--- src/rtl/ppx_pkg.sv ---
package ppx_pkg;

    localparam int BYTE_W       = 8;
    localparam int OFS_W        = 3;
    localparam int CTRL_DIR_BIT = 5;

    localparam logic [OFS_W-1:0] OFS_LATCH  = 3'd0;
    localparam logic [OFS_W-1:0] OFS_STATUS = 3'd1;
    localparam logic [OFS_W-1:0] OFS_CTRL   = 3'd2;
    localparam logic [OFS_W-1:0] OFS_ADDR   = 3'd3;
    localparam logic [OFS_W-1:0] OFS_DATA   = 3'd4;

    typedef enum logic [2:0] {
        HS_IDLE,
        HS_SETUP,
        HS_ARM,
        HS_STRB,
        HS_RECOV,
        HS_DONE
    } hs_state_e;

    typedef struct packed {
        logic we;
        logic addr_cyc;
        logic wide;
    } xfer_t;

    function automatic logic is_cable_ofs(input logic [OFS_W-1:0] ofs);
        return (ofs == OFS_ADDR) || (ofs == OFS_DATA);
    endfunction

endpackage

--- src/rtl/ppx_sync.sv ---
module ppx_sync #(
    parameter int   STAGES  = 2,
    parameter logic RST_VAL = 1'b1
) (
    input  logic clk,
    input  logic rst,
    input  logic d,
    output logic q
);
    logic [STAGES-1:0] chain;

    always_ff @(posedge clk) begin
        if (rst) chain <= {STAGES{RST_VAL}};
        else     chain <= {chain[STAGES-2:0], d};
    end

    assign q = chain[STAGES-1];
endmodule

--- src/rtl/ppx_spp_regs.sv ---
module ppx_spp_regs
    import ppx_pkg::*;
(
    input  logic              clk,
    input  logic              rst,
    input  logic              wr_en,
    input  logic [OFS_W-1:0]  ofs,
    input  logic [BYTE_W-1:0] wdata,
    input  logic [BYTE_W-1:0] status_in,
    output logic [BYTE_W-1:0] rd_byte,
    output logic [BYTE_W-1:0] latch_q,
    output logic [BYTE_W-1:0] ctrl_q
);
    always_ff @(posedge clk) begin
        if (rst) begin
            latch_q <= '0;
            ctrl_q  <= '0;
        end else if (wr_en) begin
            if (ofs == OFS_LATCH) latch_q <= wdata;
            if (ofs == OFS_CTRL)  ctrl_q  <= wdata;
        end
    end

    always_comb begin
        case (ofs)
            OFS_LATCH:  rd_byte = latch_q;
            OFS_STATUS: rd_byte = status_in;
            OFS_CTRL:   rd_byte = ctrl_q;
            default:    rd_byte = '0;
        endcase
    end
endmodule

--- src/rtl/ppx_hs_engine.sv ---
module ppx_hs_engine
    import ppx_pkg::*;
#(
    parameter int NBYTES = 4,
    localparam int DATA_W = NBYTES * BYTE_W,
    localparam int IDX_W  = (NBYTES > 1) ? $clog2(NBYTES) : 1
) (
    input  logic              clk,
    input  logic              rst,
    input  logic              legacy_mode,
    input  logic              req,
    input  logic              we,
    input  logic [OFS_W-1:0]  ofs,
    input  logic              wide,
    input  logic [DATA_W-1:0] wdata,
    input  logic              wait_busy,
    input  logic [BYTE_W-1:0] pd_in,
    input  logic [BYTE_W-1:0] simple_rdata,
    output logic              simple_wr,
    output logic              ready,
    output logic [DATA_W-1:0] rdata,
    output logic              dstrb_n,
    output logic              astrb_n,
    output logic              wr_n,
    output logic              active,
    output logic              drive,
    output logic [BYTE_W-1:0] tx_byte
);
    hs_state_e          state;
    xfer_t              x;
    logic [IDX_W-1:0]   idx;
    logic [DATA_W-1:0]  wdata_q;
    logic [DATA_W-1:0]  rdata_q;
    logic               last;
    logic               strb_on;
    logic               strb_any_n;

    assign last = !x.wide || (idx == IDX_W'(NBYTES - 1));

    always_ff @(posedge clk) begin
        if (rst) begin
            state   <= HS_IDLE;
            x       <= '0;
            idx     <= '0;
            wdata_q <= '0;
            rdata_q <= '0;
        end else begin
            case (state)
                HS_IDLE: if (req) begin
                    x.we       <= we;
                    x.addr_cyc <= (ofs == OFS_ADDR);
                    x.wide     <= wide && (ofs == OFS_DATA);
                    idx        <= '0;
                    wdata_q    <= wdata;
                    if (is_cable_ofs(ofs)) begin
                        rdata_q <= '0;
                        state   <= HS_SETUP;
                    end else begin
                        rdata_q <= {{(DATA_W-BYTE_W){1'b0}}, simple_rdata};
                        state   <= HS_DONE;
                    end
                end
                HS_SETUP: state <= HS_ARM;
                HS_ARM: if (legacy_mode || !wait_busy) state <= HS_STRB;
                HS_STRB: if (wait_busy) begin
                    if (!x.we) rdata_q[idx*BYTE_W +: BYTE_W] <= pd_in;
                    state <= HS_RECOV;
                end
                HS_RECOV: if (!wait_busy) begin
                    if (last) state <= HS_DONE;
                    else begin
                        idx   <= idx + 1'b1;
                        state <= HS_SETUP;
                    end
                end
                HS_DONE: if (!req) state <= HS_IDLE;
                default: state <= HS_IDLE;
            endcase
        end
    end

    assign active     = (state == HS_SETUP) || (state == HS_ARM) ||
                        (state == HS_STRB)  || (state == HS_RECOV);
    assign strb_on    = (state == HS_STRB);
    assign dstrb_n    = !(strb_on && !x.addr_cyc);
    assign astrb_n    = !(strb_on &&  x.addr_cyc);
    assign wr_n       = !(active && x.we);
    assign drive      = active && x.we;
    assign tx_byte    = wdata_q[idx*BYTE_W +: BYTE_W];
    assign ready      = (state == HS_DONE);
    assign rdata      = rdata_q;
    assign simple_wr  = (state == HS_IDLE) && req && we && !is_cable_ofs(ofs);
    assign strb_any_n = dstrb_n && astrb_n;

    // in standard mode the strobe falls only while the peripheral is ready
    p_holdoff_r4: assert property (@(posedge clk) disable iff (rst)
        ($fell(strb_any_n) && !legacy_mode) |-> !$past(wait_busy));

    // the strobe is released only after the wait line was seen high
    p_release_r5: assert property (@(posedge clk) disable iff (rst)
        $rose(strb_any_n) |-> $past(wait_busy));

    // write direction is steady across the whole strobe
    p_wr_steady_r9: assert property (@(posedge clk) disable iff (rst)
        !strb_any_n |-> (wr_n == $past(wr_n)));

    // completion is never flagged while the cable is mid-exchange
    p_ready_quiet_r8: assert property (@(posedge clk) disable iff (rst)
        ready |-> (strb_any_n && !wait_busy) || !$past(active));
endmodule

--- src/rtl/ppx_host.sv ---
module ppx_host
    import ppx_pkg::*;
#(
    parameter int NBYTES      = 4,
    parameter int SYNC_STAGES = 2,
    localparam int DATA_W = NBYTES * BYTE_W
) (
    input  logic              clk,
    input  logic              rst,
    input  logic              legacy_mode,
    input  logic              bus_req,
    input  logic              bus_we,
    input  logic [OFS_W-1:0]  bus_ofs,
    input  logic              bus_wide,
    input  logic [DATA_W-1:0] bus_wdata,
    output logic              bus_ready,
    output logic [DATA_W-1:0] bus_rdata,
    output logic              n_dstrb,
    output logic              n_astrb,
    output logic              n_wr,
    input  logic              n_wait_in,
    input  logic [BYTE_W-1:0] pd_in,
    output logic [BYTE_W-1:0] pd_out,
    output logic              pd_oe,
    input  logic [BYTE_W-1:0] spp_status
);
    logic              wait_busy;
    logic              simple_wr;
    logic [BYTE_W-1:0] simple_rd;
    logic [BYTE_W-1:0] latch_q;
    logic [BYTE_W-1:0] ctrl_q;
    logic              eng_active;
    logic              eng_drive;
    logic [BYTE_W-1:0] tx_byte;

    ppx_sync #(.STAGES(SYNC_STAGES), .RST_VAL(1'b1)) u_wait_sync (
        .clk (clk),
        .rst (rst),
        .d   (n_wait_in),
        .q   (wait_busy)
    );

    ppx_spp_regs u_regs (
        .clk       (clk),
        .rst       (rst),
        .wr_en     (simple_wr),
        .ofs       (bus_ofs),
        .wdata     (bus_wdata[BYTE_W-1:0]),
        .status_in (spp_status),
        .rd_byte   (simple_rd),
        .latch_q   (latch_q),
        .ctrl_q    (ctrl_q)
    );

    ppx_hs_engine #(.NBYTES(NBYTES)) u_engine (
        .clk          (clk),
        .rst          (rst),
        .legacy_mode  (legacy_mode),
        .req          (bus_req),
        .we           (bus_we),
        .ofs          (bus_ofs),
        .wide         (bus_wide),
        .wdata        (bus_wdata),
        .wait_busy    (wait_busy),
        .pd_in        (pd_in),
        .simple_rdata (simple_rd),
        .simple_wr    (simple_wr),
        .ready        (bus_ready),
        .rdata        (bus_rdata),
        .dstrb_n      (n_dstrb),
        .astrb_n      (n_astrb),
        .wr_n         (n_wr),
        .active       (eng_active),
        .drive        (eng_drive),
        .tx_byte      (tx_byte)
    );

    assign pd_out = eng_active ? tx_byte   : latch_q;
    assign pd_oe  = eng_active ? eng_drive : !ctrl_q[CTRL_DIR_BIT];

    // the host never drives the cable during a read strobe
    p_no_drive_read_r9: assert property (@(posedge clk) disable iff (rst)
        (!(n_dstrb && n_astrb) && n_wr) |-> !pd_oe);

    // the host drives the cable during a write strobe
    p_drive_write_r9: assert property (@(posedge clk) disable iff (rst)
        (!(n_dstrb && n_astrb) && !n_wr) |-> pd_oe);
endmodule

--- config.mk ---
export PLATFORM = sky130hd
export DESIGN_NAME = ppx_host
export DESIGN_NICKNAME = d
export VERILOG_FILES = /design/src/rtl/ppx_pkg.sv /design/src/rtl/ppx_sync.sv /design/src/rtl/ppx_spp_regs.sv /design/src/rtl/ppx_hs_engine.sv /design/src/rtl/ppx_host.sv
export SDC_FILE = /design/constraint.sdc
export NUM_CORES = 1
export LEC_CHECK = 0
export ABC_AREA = 1
export CAP_MARGIN = 20
export CORE_ASPECT_RATIO = 0.5
export CORE_UTILIZATION = 40
export CTS_CLUSTER_SIZE = 14
export DETAILED_ROUTE_END_ITERATION = 7
export MAX_ROUTING_LAYER = met4
export PLACE_DENSITY = 0.68
export SYNTH_ARGS = -nofsm -noshare
export SYNTH_HDL_FRONTEND = slang
export SYNTH_HIERARCHICAL = 1
export SYNTH_SLANG_ARGS = --single-unit
--- constraint.sdc ---
create_clock -name clk -period 2.15 [get_ports clk]
set_input_delay 0.43 -clock clk [delete_from_list [all_inputs] [get_ports clk]]
set_output_delay 0.43 -clock clk [all_outputs]
set_load 0.02 [all_outputs]
==> flow_summary.yaml, run 1 <==
detailed_routing:
  drt-total-wl_mm: 14.0
  drt_iter0_drc: 391
  viasPerCell: 4.98
  vias: 5250
  wl_per_cell_microns: 13.3
  firstDrtPassIters: 6
  drc: 0
  postRouteAntennaNets: 0
critical_path:
  endpoint_kind: "output port"
  crit_path_max_fanout: 5
  start_kind: "flop"
  crit_start: "u_engine/state[2]"
  cpPeakStageDelay_ps: 360
  r2r_cells: 10
  cp.arrival_ps: 1660
  cp_common_cell: "buf_4"
  worst_path_max_delay_cell: "dfxtp_4"
  path_cells: "inv_2, buf_4, nor2_4, nor3_2, inv_2, buf_4, o21ai_2, buf_4"
  regToRegSetupSlack_ps: 270
  required_ps: 1720
  worstSetupPathType: "reg2out"
  r2r-start: "u_engine/idx[1]"
worst_hold_path:
  hp-class: "reg2reg"
  worstHoldStart: "u_wait_sync/chain[0]"
  whs_path_depth: 2
layout:
  fillers: 1194
  area_growth_pct: 34.6
  diodes: 0
  fin_area_sq_um: 6590
  regArea_sq_um: 1810
  drive_gt1_frac: 0.117
  nNetsFinal: 949
  multi_input_area_sq_um: 2590
timing:
  finalSetupViolations: 0
  max-slew-margin-rel: 0.648
  final.setup.worst_slack_ps: 59.2
  slew_violations: 0
  fmax_ghz: 0.478
  finalCritPeriodShare: 0.972
  rsz0062_at_grt: "yes"
  hold_viol: 0
  tightest_slew_ps: 523
  min_period_ps: 2090
  fin_worst_skew_ps: 7.73
grt:
  grt_use_total: 0.237
  grt_pass1_vias: 4868
  grt_pass1_wl_mm: 22.9
  grt_max_degree: 42
  gr-total-overflow: 0
  antenna_found_initial: 0
die:
  die_h_microns: 80.2
  io_pins: 103
  initial_core_util: 0.412
  num_rows: 28
  dieArea_sq_um: 12700
  coreArea_sq_um: 11900
  die-width_microns: 158
synthesis:
  yosysWarnings: 6
  ys_seq_area_frac: 0.368
  syn_avg_cell_area_sq_um: 6.37
  synth_cell_types: 29
  syn_area_sq_um: 4890
  synth_seq_cells: 90
  synthCells: 768
  syn-num-nets: 832
place:
  port_buffers: 102
  pre_cts_slack_ps: -237
  dp_hpwl_mm: 10.1
  place_congestion: 0.910
  placed_area_sq_um: 6270
clock_network:
  path_clk_slew_ps: 70
  postCtsHoldBufs: 0
  numCtsBuffers: 9
  cts_tree: "done"
  htree_num_levels: 3
  cts.sinks: 90
  clock_latency_ps: 350
  cts-root-buf: "clkbuf_16"
  clockBufferDepth: 2
pwr:
  p_per_area_nw_per_um2: 1410
  total_power_mw: 9.31
  peakVddDrop_mv: 0.537
  total_leakage_power_nw: 2.88
outcome:
  status: "completed"
job:
  maxCapViolations: 0
## metrics by stage
| stage | hold WS [ps] | TNS, ps | instances | utilization |
|---|---|---|---|---|
| after CTS | 425 | -355 | 1054 | 0.557 |
| final | 423 | 0 | 1055 | 0.555 |
| after detailed placement | 403 | -1920 | 1036 | 0.528 |
| after floorplan | 387 | 0 | 768 | - |
| after global routing | 450 | -208 | 1055 | 0.555 |
| after global placement | 396 | -1600 | 1036 | 0.528 |
## final timing paths
kind                          end
max                         pd_oe
max reg2reg    u_engine/rdata[19]
min          u_wait_sync/chain[1]
min reg2reg  u_wait_sync/chain[1]
## where the power goes
| group | leakage, nW | switching (mW) | total (mW) | internal [mW] |
|---|---|---|---|---|
| logic | 2.00 | 3.01 | 5.21 | 2.19 |
| registers | 0.739 | 0.311 | 2.49 | 2.18 |
| clock network | 0.141 | 0.697 | 1.61 | 0.916 |
## what timing repair did
action,CTS,global route
pin swaps,1,1
gates resized for setup,47,19
setup buffers,1,1
gates cloned,1,0
endpoints found under the setup margin,13,42
## final cells by class
cell class,instances,area share
multi-input cells,562,0.393
inverters,74,0.0426
clock inverters,6,0.0112
flip-flops and latches,90,0.275
clock buffers,10,0.0348
well taps,165,0.0313
repair buffers,148,0.212
## synth_stat cells
cell | n | area share
clkinv_1 | 1 | 0.00077
nand2_1 | 210 | 0.16
nor2_2 | 1 | 0.0013
a211oi_1 | 1 | 0.0015
nor3_2 | 3 | 0.0061
o21ai_0 | 19 | 0.019
o21ai_2 | 1 | 0.0018
buf_2 | 14 | 0.014
or2_2 | 2 | 0.0026
o22ai_1 | 8 | 0.010
nor2_8 | 1 | 0.0041
nor3_1 | 2 | 0.0020
nor2_1 | 123 | 0.094
ha_1 | 6 | 0.015
inv_2 | 2 | 0.0015
nor2_4 | 2 | 0.0046
inv_1 | 71 | 0.054
buf_6 | 10 | 0.023
nand4_1 | 16 | 0.020
nand3_1 | 89 | 0.091
a21oi_1 | 70 | 0.072
or2_1 | 1 | 0.0013
dfxtp_1 | 90 | 0.37
buf_4 | 1 | 0.0015
nand3_2 | 1 | 0.0020
nand2_2 | 3 | 0.0038
nand3_4 | 2 | 0.0072
nand3b_1 | 1 | 0.0015
clkbuf_1 | 17 | 0.013
## placed cells by master (no fill, tap or decap), types with 2 or more instances in the layout
| cell type | count |
|---|---|
| dfxtp_4 | 2 |
| o21ai_0 | 18 |
| buf_12 | 6 |
| nor3_2 | 5 |
| nor2_1 | 122 |
| clkdlybuf4s50_1 | 89 |
| ha_1 | 6 |
| o21ai_2 | 2 |
| dfxtp_2 | 3 |
| clkinvlp_4 | 2 |
| dlygate4sd2_1 | 3 |
| nand2_2 | 5 |
| o22ai_1 | 8 |
| nand3_1 | 89 |
| buf_2 | 8 |
| nand2_1 | 208 |
| nand3_4 | 2 |
| nor2_4 | 3 |
| dfxtp_1 | 85 |
| inv_2 | 5 |
| a21oi_1 | 70 |
| clkbuf_16 | 9 |
| or2_2 | 2 |
| inv_1 | 67 |
| nand4_1 | 16 |
| buf_4 | 41 |
## registers in the layout, summed over array words and instances, names as in the netlist
signal,cells
u_engine/x,3
u_engine/state,3
u_wait_sync/chain,2
u_engine/idx,2
u_regs/ctrl_q,8
u_engine/wdata_q,32
u_regs/latch_q,8
u_engine/rdata,32
## critical path: cells and delay by family, from the launching register on
family / cells / cell delay, ps
AND/OR/NAND/NOR: 2 / 210
AO/OA/AOI/OAI: 1 / 120
buffers and inverters: 5 / 620
flip-flops: 1 / 360
## kinds of logic (layout without fill, tap and decap cells)
kind of cell,count (synthesis),count (layout),share of synthesized area
flops,90,90,0.368
buf+inv,116,238,0.109
fa+ha+maj,6,6,0.0153
simple gates,457,457,0.403
compound gates,99,99,0.105
## per-layer routing
metal / GRT usage / share of wire / vias to the layer above
li1: - / - / 2685
met1: 0.308 / 0.48 / 2378
met2: 0.376 / 0.45 / 174
met3: 0.0470 / 0.059 / 13
met4: 0.0673 / 0.012 / 0
met5: - / 0 / -
(Power assumes the default switching activity.)
==> run 2, diff against run 1 <==
--- a/config.mk
+++ b/config.mk
@@ -8,11 +8,10 @@
 export ABC_AREA = 1
 export CAP_MARGIN = 20
 export CORE_ASPECT_RATIO = 0.5
-export CORE_UTILIZATION = 40
+export CORE_UTILIZATION = 30
 export CTS_CLUSTER_SIZE = 14
 export DETAILED_ROUTE_END_ITERATION = 7
 export MAX_ROUTING_LAYER = met4
-export PLACE_DENSITY = 0.68
 export SYNTH_ARGS = -nofsm -noshare
 export SYNTH_HDL_FRONTEND = slang
 export SYNTH_HIERARCHICAL = 1
==> run 2 against run 1 <==
Effect of this change: clock skew is essentially flat; flip-flop and latch count is the same; clock power is essentially flat; sequential share of layout area shrank 0.61 points; die area grew 33%; final area grew 2.4%; worst setup slack lost 2.2 ps; critical path depth shrank 2; first-iteration DRC count grew 3.1%; core utilization shrank 12 points; critical path type unchanged.
==> flow_summary.yaml, run 2 (synthesized netlist as in run 1, its figures left out) <==
critical_path:
  cp.arrival_ps: 1660
  path_cells: "inv_4, buf_6, buf_4, nand3_2, or2_2, clkdlybuf4s15_1"
  r2r_cells: 10
  endpoint_kind: "output port"
  start_kind: "flop"
  r2r-start: "u_engine/state[1]"
  worstSetupPathType: "reg2out"
  crit-reg2reg-capture: "u_engine/wdata_q[14]"
  cpPeakStageDelay_ps: 370
  crit_path_max_fanout: 5
  regToRegSetupSlack_ps: 200
  required_ps: 1720
  worst_path_max_delay_cell: "dfxtp_4"
timing:
  min_period_ps: 2090
  hold_viol: 0
  rsz0062_at_grt: "yes"
  finalCritPeriodShare: 0.973
  final.setup.worst_slack_ps: 57.1
  whs_ps: 425
  max-slew-margin-rel: 0.642
  fin_worst_skew_ps: 7.97
  fmax_ghz: 0.478
  slew_violations: 0
  finalSetupViolations: 0
  tightest_slew_ps: 536
die:
  coreArea_sq_um: 15700
  dieArea_sq_um: 16900
  initial_core_util: 0.313
  die-width_microns: 183
  io_pins: 103
  num_rows: 32
  die_h_microns: 92.3
layout:
  regArea_sq_um: 1810
  area_growth_pct: 37.7
  fillers: 1647
  multi_input_area_sq_um: 2600
  utilization: 0.431
  final_cell_mix: "205 x nand2_1, 122 x nor2_1, 89 x clkdlybuf4s50_1"
  nNetsFinal: 953
  diodes: 0
  fin_area_sq_um: 6740
  final_common_cell: "nand2_1"
  drive_gt1_frac: 0.126
detailed_routing:
  wl_per_cell_microns: 13.0
  drt-total-wl_mm: 14.5
  vias: 5210
  viasPerCell: 4.67
  postRouteAntennaNets: 0
  firstDrtPassIters: 5
  drt_iter0_drc: 403
  drc: 0
place:
  placed_area_sq_um: 6330
  pre_cts_slack_ps: -255
  dp_hpwl_mm: 10.7
  place_congestion: 0.894
  port_buffers: 102
clock_network:
  clockBufferDepth: 2
  htree_num_levels: 3
  clock_latency_ps: 350
  cts_tree: "done"
  cts.sinks: 90
  path_clk_slew_ps: 70
  cts-root-buf: "clkbuf_16"
  numCtsBuffers: 9
  postCtsHoldBufs: 0
worst_hold_path:
  worstHoldStart: "u_wait_sync/chain[0]"
  worstHoldEndpoint: "u_wait_sync/chain[1]"
  whs_path_depth: 2
  hp-class: "reg2reg"
grt:
  grt_use_total: 0.178
  grt_pass1_vias: 4833
  gr-total-overflow: 0
  grt_pass1_wl_mm: 23.4
  grt_max_degree: 65
  antenna_found_initial: 0
job:
  maxCapViolations: 0
pwr:
  peakVddDrop_mv: 0.683
  total_leakage_power_nw: 2.91
  p_per_area_nw_per_um2: 1400
outcome:
  status: "completed"
## run 2: worst max-delay path by stage
stage,endpoint,depth (start not counted),slack [ps],start
finish,n_dstrb,6,60,u_engine/state[2]
global route,pd_out[3],10,-20,u_engine/state[1]
CTS,pd_out[3],10,-40,u_engine/state[2]
detailed placement,pd_out[3],10,-260,u_engine/state[2]
global placement,pd_out[2],10,-210,u_engine/state[2]
floorplan,u_engine/rdata[6],11,8,u_engine/idx[0]
## run 2: metrics by stage
stage | std cells | total power [mW] | TNS [ps]
6_report | 1115 | 9.42 | 0
5_1_grt | 1115 | 10.1 | -76.5
4_1_cts | 1111 | 9.30 | -104
3_5_place_dp | 1092 | 7.62 | -2200
3_3_place_gp | 1092 | 7.56 | -1630
2_1_floorplan | 768 | 5.84 | 0
## run 2: worst max-delay path: cells and delay by family, from the launching register on
| kind | cells | cell delay, ps |
|---|---|---|
| buffers and inverters | 4 | 600 |
| DFF | 1 | 370 |
| and+or+nand+nor | 2 | 340 |
## run 2: cell type report
cell class                 instances  share of cell area
inverter                          74              0.0421
tap                              221              0.0410
timing repair buffer             152               0.217
multi-input combinational        562               0.386
clock buffer                       9              0.0334
sequential                        90               0.269
clock inverter                     7              0.0113
## run 2: power breakdown
| part | switching [mW] | internal, mW |
|---|---|---|
| Sequential | 0.302 | 2.18 |
| Combinational | 3.05 | 2.29 |
| Clock | 0.767 | 0.829 |
| Total | 4.12 | 5.30 |
## run 2: repair_timing
item | in CTS | in global routing
pin swaps | 1 | 5
endpoints found under the setup margin | 13 | 42
gates resized for setup | 62 | 22
buffers inserted | 3 | 4
## run 2: layer usage
| metal | vias up | global-route usage | part of all wire |
|---|---|---|---|
| met5 | - | - | 0 |
| met4 | 0 | 0.0462 | 0.013 |
| met3 | 18 | 0.0303 | 0.034 |
| met2 | 104 | 0.287 | 0.46 |
| met1 | 2390 | 0.233 | 0.49 |
| li1 | 2698 | - | - |
